File: src/rtl/pd_pkg.sv
package pd_pkg;

  // One flag per kind of qualified activity seen in a clock cycle.
  typedef struct packed {
    logic clr_fall;
    logic sel_fall;
    logic wr_fall;
    logic addr_chg;
    logic din_chg;
  } pd_cause_t;

endpackage

File: src/rtl/pd_activity_detect.sv
module pd_activity_detect
  import pd_pkg::*;
#(
  parameter int AW = 13,
  parameter int DW = 8
) (
  input  logic          clk,
  input  logic          rst_n,
  input  logic          sel_n,
  input  logic          wr_n,
  input  logic [AW-1:0] addr,
  input  logic [DW-1:0] din,
  input  logic          clr_n,
  output pd_cause_t     cause
);

  logic          prev_sel_n;
  logic          prev_wr_n;
  logic          prev_clr_n;
  logic [AW-1:0] prev_addr;
  logic [DW-1:0] prev_din;
  pd_cause_t     cause_d;
  logic          mask;

  // Previous-sample registers track the inputs every cycle, including during clear.
  always_ff @(posedge clk or negedge rst_n) begin
    if (!rst_n) begin
      prev_sel_n <= 1'b1;
      prev_wr_n  <= 1'b1;
      prev_clr_n <= 1'b1;
      prev_addr  <= '0;
      prev_din   <= '0;
    end else begin
      prev_sel_n <= sel_n;
      prev_wr_n  <= wr_n;
      prev_clr_n <= clr_n;
      prev_addr  <= addr;
      prev_din   <= din;
    end
  end

  always_comb begin
    mask             = !clr_n;
    cause_d.clr_fall = prev_clr_n && !clr_n;
    cause_d.sel_fall = !mask && prev_sel_n && !sel_n;
    cause_d.wr_fall  = !mask && !sel_n && prev_wr_n && !wr_n;
    cause_d.addr_chg = !mask && !sel_n && (addr != prev_addr);
    cause_d.din_chg  = !mask && !sel_n && !wr_n && (din != prev_din);
  end

  assign cause = cause_d;

  // while clear is low only the clear flag may be raised.
  a_r8_mask_others: assert property (@(posedge clk) disable iff (!rst_n)
    !clr_n |-> (cause.sel_fall == 1'b0 && cause.wr_fall == 1'b0 &&
                cause.addr_chg == 1'b0 && cause.din_chg == 1'b0));

  // with the select high, address motion is never activity.
  a_r4_addr_needs_sel: assert property (@(posedge clk) disable iff (!rst_n)
    sel_n |-> !cause.addr_chg && !cause.din_chg && !cause.wr_fall);

endmodule

File: src/rtl/pd_timeout.sv
module pd_timeout #(
  parameter int TIMEOUT = 8,
  localparam int CW = $clog2(TIMEOUT + 1)
) (
  input  logic clk,
  input  logic rst_n,
  input  logic load,
  output logic active
);

  localparam logic [CW-1:0] FULL = CW'(TIMEOUT);

  logic [CW-1:0] cnt_q;
  logic [CW-1:0] cnt_d;
  logic          cnt_en;

  always_comb begin
    cnt_en = load || (cnt_q != '0);
    cnt_d  = cnt_q;
    if (load)                cnt_d = FULL;
    else if (cnt_q != '0)    cnt_d = cnt_q - 1'b1;
  end

  always_ff @(posedge clk or negedge rst_n) begin
    if (!rst_n)      cnt_q <= '0;
    else if (cnt_en) cnt_q <= cnt_d;
  end

  assign active = (cnt_q != '0);

  // activity reloads the full interval.
  a_r6_reload: assert property (@(posedge clk) disable iff (!rst_n)
    load |=> cnt_q == FULL);

  // without activity a running count steps down by one.
  a_r6_countdown: assert property (@(posedge clk) disable iff (!rst_n)
    (!load && cnt_q != '0) |=> cnt_q == $past(cnt_q) - 1'b1);

  // an idle counter stays idle without activity.
  a_r6_idle_hold: assert property (@(posedge clk) disable iff (!rst_n)
    (!load && cnt_q == '0) |=> cnt_q == '0);

  a_r6_bounded: assert property (@(posedge clk) disable iff (!rst_n)
    cnt_q <= FULL);

endmodule

File: src/rtl/pd_activity_ctrl.sv
module pd_activity_ctrl
  import pd_pkg::*;
#(
  parameter int AW      = 13,
  parameter int DW      = 8,
  parameter int TIMEOUT = 8
) (
  input  logic          clk,
  input  logic          rst_n,
  input  logic          sel_n,
  input  logic          wr_n,
  input  logic [AW-1:0] addr,
  input  logic [DW-1:0] din,
  input  logic          clr_n,
  output logic          pwr_en,
  output logic          wake
);

  localparam int SYNC_STAGES = 2;

  logic [SYNC_STAGES-1:0] rst_sync_q;
  logic                   rst_int_n;
  pd_cause_t              cause;
  logic                   any_act;
  logic                   wake_q;

  // Asynchronous assertion, synchronous release.
  always_ff @(posedge clk or negedge rst_n) begin
    if (!rst_n) rst_sync_q <= '0;
    else        rst_sync_q <= {rst_sync_q[SYNC_STAGES-2:0], 1'b1};
  end
  assign rst_int_n = rst_sync_q[SYNC_STAGES-1];

  pd_activity_detect #(.AW(AW), .DW(DW)) u_detect (
    .clk   (clk),
    .rst_n (rst_int_n),
    .sel_n (sel_n),
    .wr_n  (wr_n),
    .addr  (addr),
    .din   (din),
    .clr_n (clr_n),
    .cause (cause)
  );

  assign any_act = |cause;

  pd_timeout #(.TIMEOUT(TIMEOUT)) u_timer (
    .clk    (clk),
    .rst_n  (rst_int_n),
    .load   (any_act),
    .active (pwr_en)
  );

  always_ff @(posedge clk or negedge rst_int_n) begin
    if (!rst_int_n) wake_q <= 1'b0;
    else            wake_q <= any_act;
  end
  assign wake = wake_q;

  // a select falling edge outside clear powers the array.
  a_r2_sel_fall: assert property (@(posedge clk) disable iff (!rst_int_n)
    ($fell(sel_n) && clr_n && $past(clr_n)) |=> pwr_en && wake);

  // asserting clear powers the array.
  a_r7_clear_wakes: assert property (@(posedge clk) disable iff (!rst_int_n)
    $fell(clr_n) |=> pwr_en);

  // a wake pulse always comes with power.
  a_r9_wake_powered: assert property (@(posedge clk) disable iff (!rst_int_n)
    wake |-> pwr_en);

  // power rises only together with a wake pulse.
  a_r6_rise_needs_wake: assert property (@(posedge clk) disable iff (!rst_int_n)
    $rose(pwr_en) |-> wake);

endmodule

File: config.mk
export PLATFORM = sky130hd
export DESIGN_NAME = pd_activity_ctrl
export DESIGN_NICKNAME = d
export VERILOG_FILES = /design/src/rtl/pd_pkg.sv /design/src/rtl/pd_activity_detect.sv /design/src/rtl/pd_timeout.sv /design/src/rtl/pd_activity_ctrl.sv
export SDC_FILE = /design/constraint.sdc
export NUM_CORES = 1
export LEC_CHECK = 0
export CORE_MARGIN = 8
export CORE_UTILIZATION = 64
export CTS_CLUSTER_DIAMETER = 120
export DETAILED_ROUTE_END_ITERATION = 16
export DONT_BUFFER_PORTS = 1
export PLACE_DENSITY = 0.8
export SLEW_MARGIN = 20
export SYNTH_ARGS = -nofsm -noshare
export SYNTH_HDL_FRONTEND = slang
export SYNTH_HIERARCHICAL = 1
export SYNTH_SLANG_ARGS = --single-unit
File: constraint.sdc
create_clock -name clk -period 3.7 [get_ports clk]
set_clock_uncertainty 0.1 [all_clocks]
set_input_delay 0.74 -clock clk [delete_from_list [all_inputs] [get_ports clk]]
set_output_delay 0.74 -clock clk [all_outputs]
set_load 0.02 [all_outputs]
==> results of run 1 <==
## Yosys cell counts (2+ instances only)
| cell type | instances |
|---|---|
| nor2_1 | 4 |
| dfstp_2 | 3 |
| dfrtp_1 | 28 |
| xor2_1 | 15 |
| a211oi_1 | 2 |
| nor4_1 | 3 |
| nor2b_1 | 2 |
| nand2b_1 | 2 |
| xnor2_1 | 6 |
| inv_1 | 3 |
| nor3_1 | 2 |
## per-stage QoR
step	hold WS (ns)	power, mW
detailed placement	0.2433	0.5074
global route	0.2420	0.7111
floorplan	0.2312	0.4837
global placement	0.2373	0.4971
finish	0.1835	0.6760
CTS	0.2747	0.6836
## flip-flops by register name (all words and copies together) (netlist names)
name / cells
rst_sync_q: 2
u_detect/prev_addr: 13
u_detect/prev_clr_n: 1
u_detect/prev_din: 8
u_detect/prev_sel_n: 1
u_detect/prev_wr_n: 1
u_timer/cnt_q: 4
wake: 1
## worst max-delay path, cell delays in order (launching register included)
cell and delay (ns):
dfrtp_1 0.43, inv_1 0.09, ha_1 0.23, or3b_4 0.47
## worst max path at each step
stage,from,to,slack (ns),cells past startpoint
floorplan,addr[10],u_timer/cnt_q[3]$_DFFE_PN0P_,1.70,6
global placement,addr[0],u_timer/cnt_q[3]$_DFFE_PN0P_,1.53,7
detailed placement,addr[5],u_timer/cnt_q[3]$_DFFE_PN0P_,1.49,7
CTS,u_timer/cnt_q[0]$_DFFE_PN0P_,pwr_en,1.35,3
global route,u_timer/cnt_q[0]$_DFFE_PN0P_,pwr_en,1.26,3
finish,u_timer/cnt_q[0]$_DFFE_PN0P_,pwr_en,1.34,3
## per-layer routing
layer / vias to the layer above / GRT usage (%) / share of wire, % / routed length, µm
met5: - / 0 / 0 / 0
met4: 0 / 6.143 / 1.4 / 27
met3: 4 / 5.870 / 8.0 / 155
met2: 20 / 20.72 / 53 / 1028
met1: 323 / 12.99 / 38 / 736
li1: 295 / - / - / -
## repair_timing
action | 4_1_cts | 5_1_grt
endpoints found under the hold margin | 2 | 0
gates resized for setup | 0 | 0
hold buffers | 1 | 0
## logic make-up after synthesis
kind of cell,after synthesis
buffers and inverters,3
adders and majority gates,1
AOI/OAI and AO/OA,6
muxes,1
other,1
DFF,31
and+or+nand+nor,20
xor gates and xnor gates,21
## area by class of cell
cell class	instances	area share, %
clock buffer	8	3.842
multi-input combinational	50	30.54
timing repair buffer	1	0.7882
inverter	3	0.8867
tap	25	2.463
sequential	31	61.48
## report_power, final
part,leakage [nW],switching (mW),internal (mW)
Combinational,0.155,0.0456,0.0541
Clock,0.0265,0.0968,0.0757
Sequential,0.359,0.0339,0.370
## layout by cell type, fill, tap and decap left out, types with 2 or more instances in the layout
cell / count
nor2_1: 4
nor3_1: 2
dfstp_2: 3
dfrtp_1: 27
nor4_1: 3
xnor2_1: 6
nor2b_1: 2
clkbuf_4: 5
a211oi_1: 2
clkbuf_1: 3
xor2_1: 15
inv_1: 3
nand2b_1: 2
==> flow_summary.json, run 1 <==
{
  "status": "finished, final reports clean",
  "synth_top_area_share_pct": 59.45,
  "viasPerCell": 5.441,
  "drc_errors": 0,
  "setup_slack_ns": 1.344,
  "htree_levels": 2,
  "yosysSeqAreaShare_pct": 66.14,
  "synthCells": 84,
  "avgSynthCellArea_um2": 14.03,
  "drv_slew": 0,
  "r2r_start": "u_detect/prev_addr[0]$_DFF_PN0_",
  "ys_ff_latch": 31,
  "cp_max_fo": 5,
  "synth_edf_count": 0,
  "ir_drop_mv": 0.3162,
  "grt_util_all_layers_pct": 12.51,
  "antenna_found_initial": 0,
  "synth_top_family_by_area": "XOR/XNOR gates",
  "placed_cells": 109,
  "postRouteAntennaNets": 0,
  "fin_tns_setup_ns": 0,
  "wire_per_inst_um": 16.51,
  "min_period_ns": 2.356,
  "die_w_um": 58.92,
  "yosys_warnings": 6,
  "synth_fa_ha_area_share_pct": 1.062,
  "yosysUniqueCellTypes": 25,
  "grt_max_degree": 30,
  "port_buffers": 0,
  "clock-root-buffer": "clkbuf_4",
  "syn_nets": 111,
  "grt_overflow": 0,
  "rsz0062_at_grt": "no",
  "synthTopCellsByArea": "dfrtp_1 (59%), xor2_1 (11%), dfstp_2 (6.7%), xnor2_1 (4.5%), nor4_1 (1.6%)",
  "cts_tree": "done",
  "clock.fmax_mhz": 424.5,
  "crit_required_ns": 2.86,
  "die_height_um": 58.92,
  "placed_area_um2": 1210,
  "r2r_cells": 7,
  "numCtsBuffers": 5,
  "ys_dominant_reg_cell": "dfrtp_1",
  "vias": 642,
  "async_flop_share_pct": 100.0,
  "period_share_pct": 63.67,
  "max-clock-path-buffers": 2,
  "drtPass1Iterations": 4,
  "syn_area_um2": 1179,
  "clkSlewWorstSetupHoldPaths_ns": 0.10,
  "clock_latency_ns": 0.31,
  "final_util_pct": 73.55,
  "start_kind": "register",
  "n_antenna_cell": 0,
  "globalplace.congestion": 0.6918,
  "grt_pass1_vias": 695,
  "layout-drive-gt1-share_pct": 12.90,
  "p_leak_nw": 0.5403,
  "final_hold_viol_count": 0,
  "end_kind": "output port",
  "ios": 28,
  "p_per_area_nw_per_um2": 532.3,
  "path_class": "register to output port",
  "final_area_um2": 1270,
  "initial_core_util_pct": 68.26,
  "dp_hpwl_um": 1509,
  "pre_cts_slack_ns": 1.491,
  "core_um2": 1727,
  "drt-initial-drc-count": 8,
  "fin_nets": 119,
  "rows": 15,
  "dieArea_um2": 3471,
  "setup_viol": 0,
  "synth_compound_area_share_pct": 3.928,
  "multi_input_area_um2": 387.9,
  "post_cts_buffers": 0,
  "fill_cells": 121,
  "routed_wirelength_um": 1948,
  "cp.arrival_ns": 1.52,
  "area_delta_synth_final_pct": 7.750,
  "grt_pass1_wl_um": 3187,
  "synth-xor-area-share_pct": 15.61,
  "worst-slew-pin-transition_ns": 0.5846,
  "hold_path_class": "register to asynchronous set/reset pin",
  "cts_sinks": 31,
  "synth_mux_area_share_pct": 1.274,
  "r2r_end": "u_timer/cnt_q[3]$_DFFE_PN0P_",
  "seqCellArea_um2": 780.7,
  "yosys.area_share.simple_pct": 10.72,
  "instances_no_fill": 118,
  "maxCapViolCount": 0,
  "slew_headroom_pct": 61.03,
  "r2r_slack_ns": 1.88,
  "yosysTopAreaCell": "dfrtp_1"
}
No activity file was read; power rests on OpenSTA's default activity.
==> run 2: changes to the inputs <==
--- a/config.mk
+++ b/config.mk
@@ -6,11 +6,11 @@
 export NUM_CORES = 1
 export LEC_CHECK = 0
 export CORE_MARGIN = 8
-export CORE_UTILIZATION = 64
+export CORE_UTILIZATION = 59
 export CTS_CLUSTER_DIAMETER = 120
 export DETAILED_ROUTE_END_ITERATION = 16
 export DONT_BUFFER_PORTS = 1
-export PLACE_DENSITY = 0.8
+export PLACE_DENSITY = 0.75
 export SLEW_MARGIN = 20
 export SYNTH_ARGS = -nofsm -noshare
 export SYNTH_HDL_FRONTEND = slang
==> constraint.sdc (replaced) <==
create_clock -name clk -period 2.17 [get_ports clk]
set_clock_uncertainty 0.1 [all_clocks]
set_input_delay 0.434 -clock clk [delete_from_list [all_inputs] [get_ports clk]]
set_output_delay 0.434 -clock clk [all_outputs]
set_load 0.02 [all_outputs]
==> flow_summary.json, run 2 (synthesis results as in run 1) <==
{
  "status": "finished, final reports clean",
  "placed_area_um2": 1220,
  "viasPerCell": 5.040,
  "core_um2": 1922,
  "fin_nets": 123,
  "max-clock-path-buffers": 2,
  "fin_tns_setup_ns": 0,
  "cts_sinks": 31,
  "p_per_area_nw_per_um2": 919.7,
  "grt_pass1_wl_um": 3450,
  "largest_reg_flops": 13,
  "reg_top3": "u_detect/prev_addr: 13 flops, u_detect/prev_din: 8 flops, u_timer/cnt_q: 4 flops",
  "final_util_pct": 69.14,
  "wire_per_inst_um": 16.01,
  "instances_no_fill": 124,
  "drv_slew": 0,
  "ctsHoldBuffers": 4,
  "min_period_ns": 2.052,
  "post_cts_buffers": 0,
  "path_class": "register to output port",
  "ir_drop_mv": 0.5061,
  "clock_latency_ns": 0.32,
  "total_power_mw": 1.222,
  "rows": 16,
  "drtPass1Iterations": 3,
  "crit_start": "u_timer/cnt_q[0]$_DFFE_PN0P_",
  "period_share_pct": 94.57,
  "p_leak_nw": 0.5707,
  "layout-drive-gt1-share_pct": 14.43,
  "layout_commonest_cell": "dfrtp_1",
  "drc_errors": 0,
  "slowest_delay_ns": 0.46,
  "cp_max_fo": 5,
  "cts_tree": "done",
  "drt-initial-drc-count": 14,
  "path_buf_inv": 1,
  "grt_max_degree": 30,
  "routed_wirelength_um": 1985,
  "setup_viol": 0,
  "final_area_um2": 1329,
  "clock-root-buffer": "clkbuf_4",
  "fill_cells": 145,
  "seqCellArea_um2": 779.5,
  "crit_required_ns": 1.64,
  "area_delta_synth_final_pct": 12.74,
  "cts_resized": 0,
  "cp_top_family": "simple AND/OR/NAND/NOR gates",
  "die_w_um": 60.70,
  "vias": 625,
  "cp.arrival_ns": 1.52,
  "min_from": "addr[10]",
  "initial_core_util_pct": 61.33,
  "dieArea_um2": 3684,
  "clkSlewWorstSetupHoldPaths_ns": 0.09,
  "antenna_found_initial": 0,
  "hold_path_class": "input port to register",
  "worstPathCellList": "inv_1 > ha_1 > or3b_4",
  "start_kind": "register",
  "dp_hpwl_um": 1492,
  "grt_pass1_vias": 752,
  "layout_common_cells": "dfrtp_1 (28), xor2_1 (15), xnor2_1 (6)",
  "clock.fmax_mhz": 487.3,
  "port_buffers": 0,
  "placed_cells": 112,
  "grt_util_all_layers_pct": 12.96,
  "critPathSlowestCell": "or3b_4",
  "largest_register": "u_detect/prev_addr",
  "grt_overflow": 0,
  "r2r_start": "u_detect/prev_addr[6]$_DFF_PN0_",
  "maxCapViolCount": 0,
  "postRouteAntennaNets": 0,
  "globalplace.congestion": 0.7140,
  "die_height_um": 60.70,
  "rsz0062_at_grt": "no",
  "end_kind": "output port",
  "n_antenna_cell": 0,
  "ios": 28,
  "final_hold_viol_count": 0,
  "numCtsBuffers": 5,
  "multi_input_area_um2": 387.9,
  "htree_levels": 2
}
[run 2: cell types whose count changed in the layout (fill, tap and decap cells not counted), sizes merged]
cell         change
dlygate4sd3      +3
buf              +1
[run 2: power by group]
part | internal (mW) | switching, mW | total [mW]
combinational | 0.0974 | 0.0847 | 0.182
sequential | 0.631 | 0.0450 | 0.676
clock | 0.190 | 0.174 | 0.364
[run 2: worst reg2reg max path, stage by stage, from the launching register on]
cell	delay, ns
dfrtp_1	0.38
xnor2_1	0.15
nand4_1	0.11
nor4_1	0.27
a41oi_1	0.17
nor3_1	0.19
nand2_1	0.16
a211o_1	0.26
[run 2: per-layer routing]
layer  global-route usage, %  vias up  routed length (µm)
met5                       0        -                   0
met4                   6.977        0                  31
met3                   5.720        5                 197
met2                   20.21       20                 955
met1                   14.56      296                 800
li1                        -      304                   -
[run 2: through the flow]
stage | worst slack, ns | hold WS, ns
after floorplan | 0.4767 | 0.03841
after detailed placement | 0.2462 | 0.03848
after CTS | 0.1026 | 0.02363
final | 0.1179 | 0.03652
after global routing | 0.04147 | 0.01479
after global placement | 0.2778 | 0.03848
[run 2: worst paths after layout]
check / end / slack, ns / depth (start not counted)
setup / recovery: pwr_en / 0.12 / 3
max in group asynchronous: u_detect/prev_sel_n$_DFF_PN1_ / 1.51 / 1
hold reg to reg: u_detect/prev_addr[10]$_DFF_PN0_ / 0.15 / 1
setup reg to reg: u_timer/cnt_q[3]$_DFFE_PN0P_ / 0.27 / 7
min in group asynchronous: u_detect/prev_addr[10]$_DFF_PN0_ / 0.15 / 1
hold / removal: u_detect/prev_addr[10]$_DFF_PN0_ / 0.04 / 0
[run 2: layout make-up]
class / instances / area share [%]
Tap cell: 27 / 2.542
Multi-Input combinational cell: 50 / 29.19
Sequential cell: 31 / 58.66
Clock buffer: 8 / 5.179
Inverter: 3 / 0.8475
Timing Repair Buffer: 5 / 3.578
==> run 3: changes to the inputs <==
--- a/config.mk
+++ b/config.mk
@@ -10,7 +10,7 @@
 export CTS_CLUSTER_DIAMETER = 120
 export DETAILED_ROUTE_END_ITERATION = 16
 export DONT_BUFFER_PORTS = 1
-export PLACE_DENSITY = 0.75
+export PLACE_DENSITY_LB_ADDON = 0.15
 export SLEW_MARGIN = 20
 export SYNTH_ARGS = -nofsm -noshare
 export SYNTH_HDL_FRONTEND = slang
==> constraint.sdc (replaced) <==
create_clock -name clk -period 2 [get_ports clk]
set_clock_uncertainty 0.1 [all_clocks]
set_input_delay 0.4 -clock clk [delete_from_list [all_inputs] [get_ports clk]]
set_output_delay 0.4 -clock clk [all_outputs]
set_load 0.02 [all_outputs]
==> flow_summary.json, run 3 (synthesis results as in run 1) <==
{
  "r2r_cells": 6,
  "max-clock-path-buffers": 2,
  "cts_sinks": 31,
  "numCtsBuffers": 5,
  "dieArea_um2": 3684,
  "status": "finished, final reports clean",
  "htree_levels": 2,
  "r2r_start": "u_detect/prev_addr[2]$_DFF_PN0_",
  "die_w_um": 60.70,
  "largest_reg_flops": 13,
  "grt_util_all_layers_pct": 15.74,
  "fin_nets": 145,
  "crit_required_ns": 1.50,
  "instances_no_fill": 146,
  "n_antenna_cell": 0,
  "antenna_found_initial": 0,
  "r2r_end": "u_timer/cnt_q[3]$_DFFE_PN0P_",
  "core_um2": 1922,
  "period_share_pct": 97.37,
  "layout-drive-gt1-share_pct": 15.97,
  "min_period_ns": 1.947,
  "area_delta_synth_final_pct": 34.40,
  "port_buffers": 0,
  "die_height_um": 60.70,
  "grt_overflow": 0,
  "cp.arrival_ns": 1.45,
  "r2r_slack_ns": 0.19,
  "hold_path_class": "register to asynchronous set/reset pin",
  "dp_hpwl_um": 1480,
  "postRouteAntennaNets": 0,
  "rows": 16,
  "drtPass1Iterations": 4,
  "p_leak_nw": 0.6753,
  "clock-root-buffer": "clkbuf_4",
  "grt_pass1_wl_um": 4091,
  "ios": 28,
  "cp_max_fo": 5,
  "placed_cells": 112,
  "start_kind": "register",
  "viasPerCell": 5.137,
  "drt-initial-drc-count": 5,
  "vias": 750,
  "p_per_area_nw_per_um2": 953.6,
  "layout_common_cells": "dfrtp_1 (28), dlygate4sd3_1 (25), xor2_1 (15)",
  "final_hold_viol_count": 0,
  "crit_start": "u_timer/cnt_q[1]$_DFFE_PN0P_",
  "rsz0062_at_grt": "no",
  "globalplace.congestion": 0.6452,
  "grt_max_degree": 30,
  "clock_latency_ns": 0.33,
  "drv_slew": 0,
  "reg_top3": "u_detect/prev_addr: 13 flops, u_detect/prev_din: 8 flops, u_timer/cnt_q: 4 flops",
  "setup_viol": 0,
  "wire_per_inst_um": 17.53,
  "routed_wirelength_um": 2560,
  "ir_drop_mv": 0.7399,
  "end_kind": "output port",
  "clock.fmax_mhz": 513.5,
  "drc_errors": 0,
  "initial_core_util_pct": 61.33,
  "cts_tree": "done",
  "path_class": "register to output port",
  "maxCapViolCount": 0,
  "fin_tns_setup_ns": 0,
  "clkSlewWorstSetupHoldPaths_ns": 0.10,
  "layout_commonest_cell": "dfrtp_1",
  "grt_pass1_vias": 845,
  "largest_register": "u_detect/prev_addr"
}
-- run 3: changes by cell type in the layout (fill, tap and decap cells not counted) --
cell,before,now
dlygate4sd3_1,4,25
buf_4,1,2
bufinv_16,0,1
clkbuf_1,1,0
clkbuf_8,2,1
clkinv_2,0,1
ha_1,1,0
ha_4,0,1
nand2_1,1,0
nand2_2,0,1
nor3_1,2,1
nor3_2,0,1
-- run 3: how the worst max path moves through the flow --
stage                                         endpoint  slack [ns]
after floorplan           u_timer/cnt_q[3]$_DFFE_PN0P_        0.34
after global placement    u_timer/cnt_q[3]$_DFFE_PN0P_        0.15
after detailed placement  u_timer/cnt_q[3]$_DFFE_PN0P_        0.16
after CTS                                       pwr_en        0.02
after global routing                            pwr_en       0.004
final                                           pwr_en        0.05
-- run 3: final cells by class --
class                           instances  area (µm²)
Clock inverter                          2       35.03
Fill cell                             107       337.8
Sequential cell                        31       779.5
Multi-Input combinational cell         50       407.9
Inverter                                3       11.26
Clock buffer                            6       51.30
Timing Repair Buffer                   27       265.3
Tap cell                               27       33.78
-- run 3: worst max-delay path, stage by stage, from the launching register on --
cell	delay, ns
dfrtp_1	0.42
inv_1	0.10
ha_4	0.15
or3b_4	0.44
-- run 3: stage by stage --
step | area, µm² | util, % | total power, mW | hold slack [ns] | worst slack [ns]
2_1_floorplan | 1179 | - | 0.8948 | 0.004409 | 0.3407
6_report | 1584 | 82.42 | 1.511 | 0.1410 | 0.05270
3_5_place_dp | 1220 | 63.48 | 0.9362 | 0.004478 | 0.1557
4_1_cts | 1567 | 81.51 | 1.497 | 0.1614 | 0.01696
3_3_place_gp | 1220 | 63.48 | 0.9235 | 0.004477 | 0.1512
5_1_grt | 1584 | 82.42 | 1.573 | 0.1759 | 0.003668
-- run 3: timing repair --
| item | CTS | global route |
|---|---|---|
| gates resized for setup | 1 | 3 |
| buffers inserted | 1 | 0 |
| setup endpoints to repair | 1 | 4 |
| gates cloned | 0 | 0 |
| endpoints found under the hold margin | 26 | 0 |
| hold buffers | 25 | 0 |
-- run 3: power by group --
| part | switching (mW) | internal, mW |
|---|---|---|
| clock network | 0.215 | 0.295 |
| registers | 0.0491 | 0.684 |
| logic | 0.114 | 0.154 |
-- run 3: metal layers --
| layer | share of wire, % | vias to the layer above | track usage (%) |
|---|---|---|---|
| li1 | - | 350 | - |
| met4 | 1.7 | 0 | 6.977 |
| met1 | 40 | 374 | 18.23 |
| met3 | 7.4 | 5 | 5.720 |
| met2 | 51 | 21 | 25.49 |
| met5 | 0 | - | 0 |
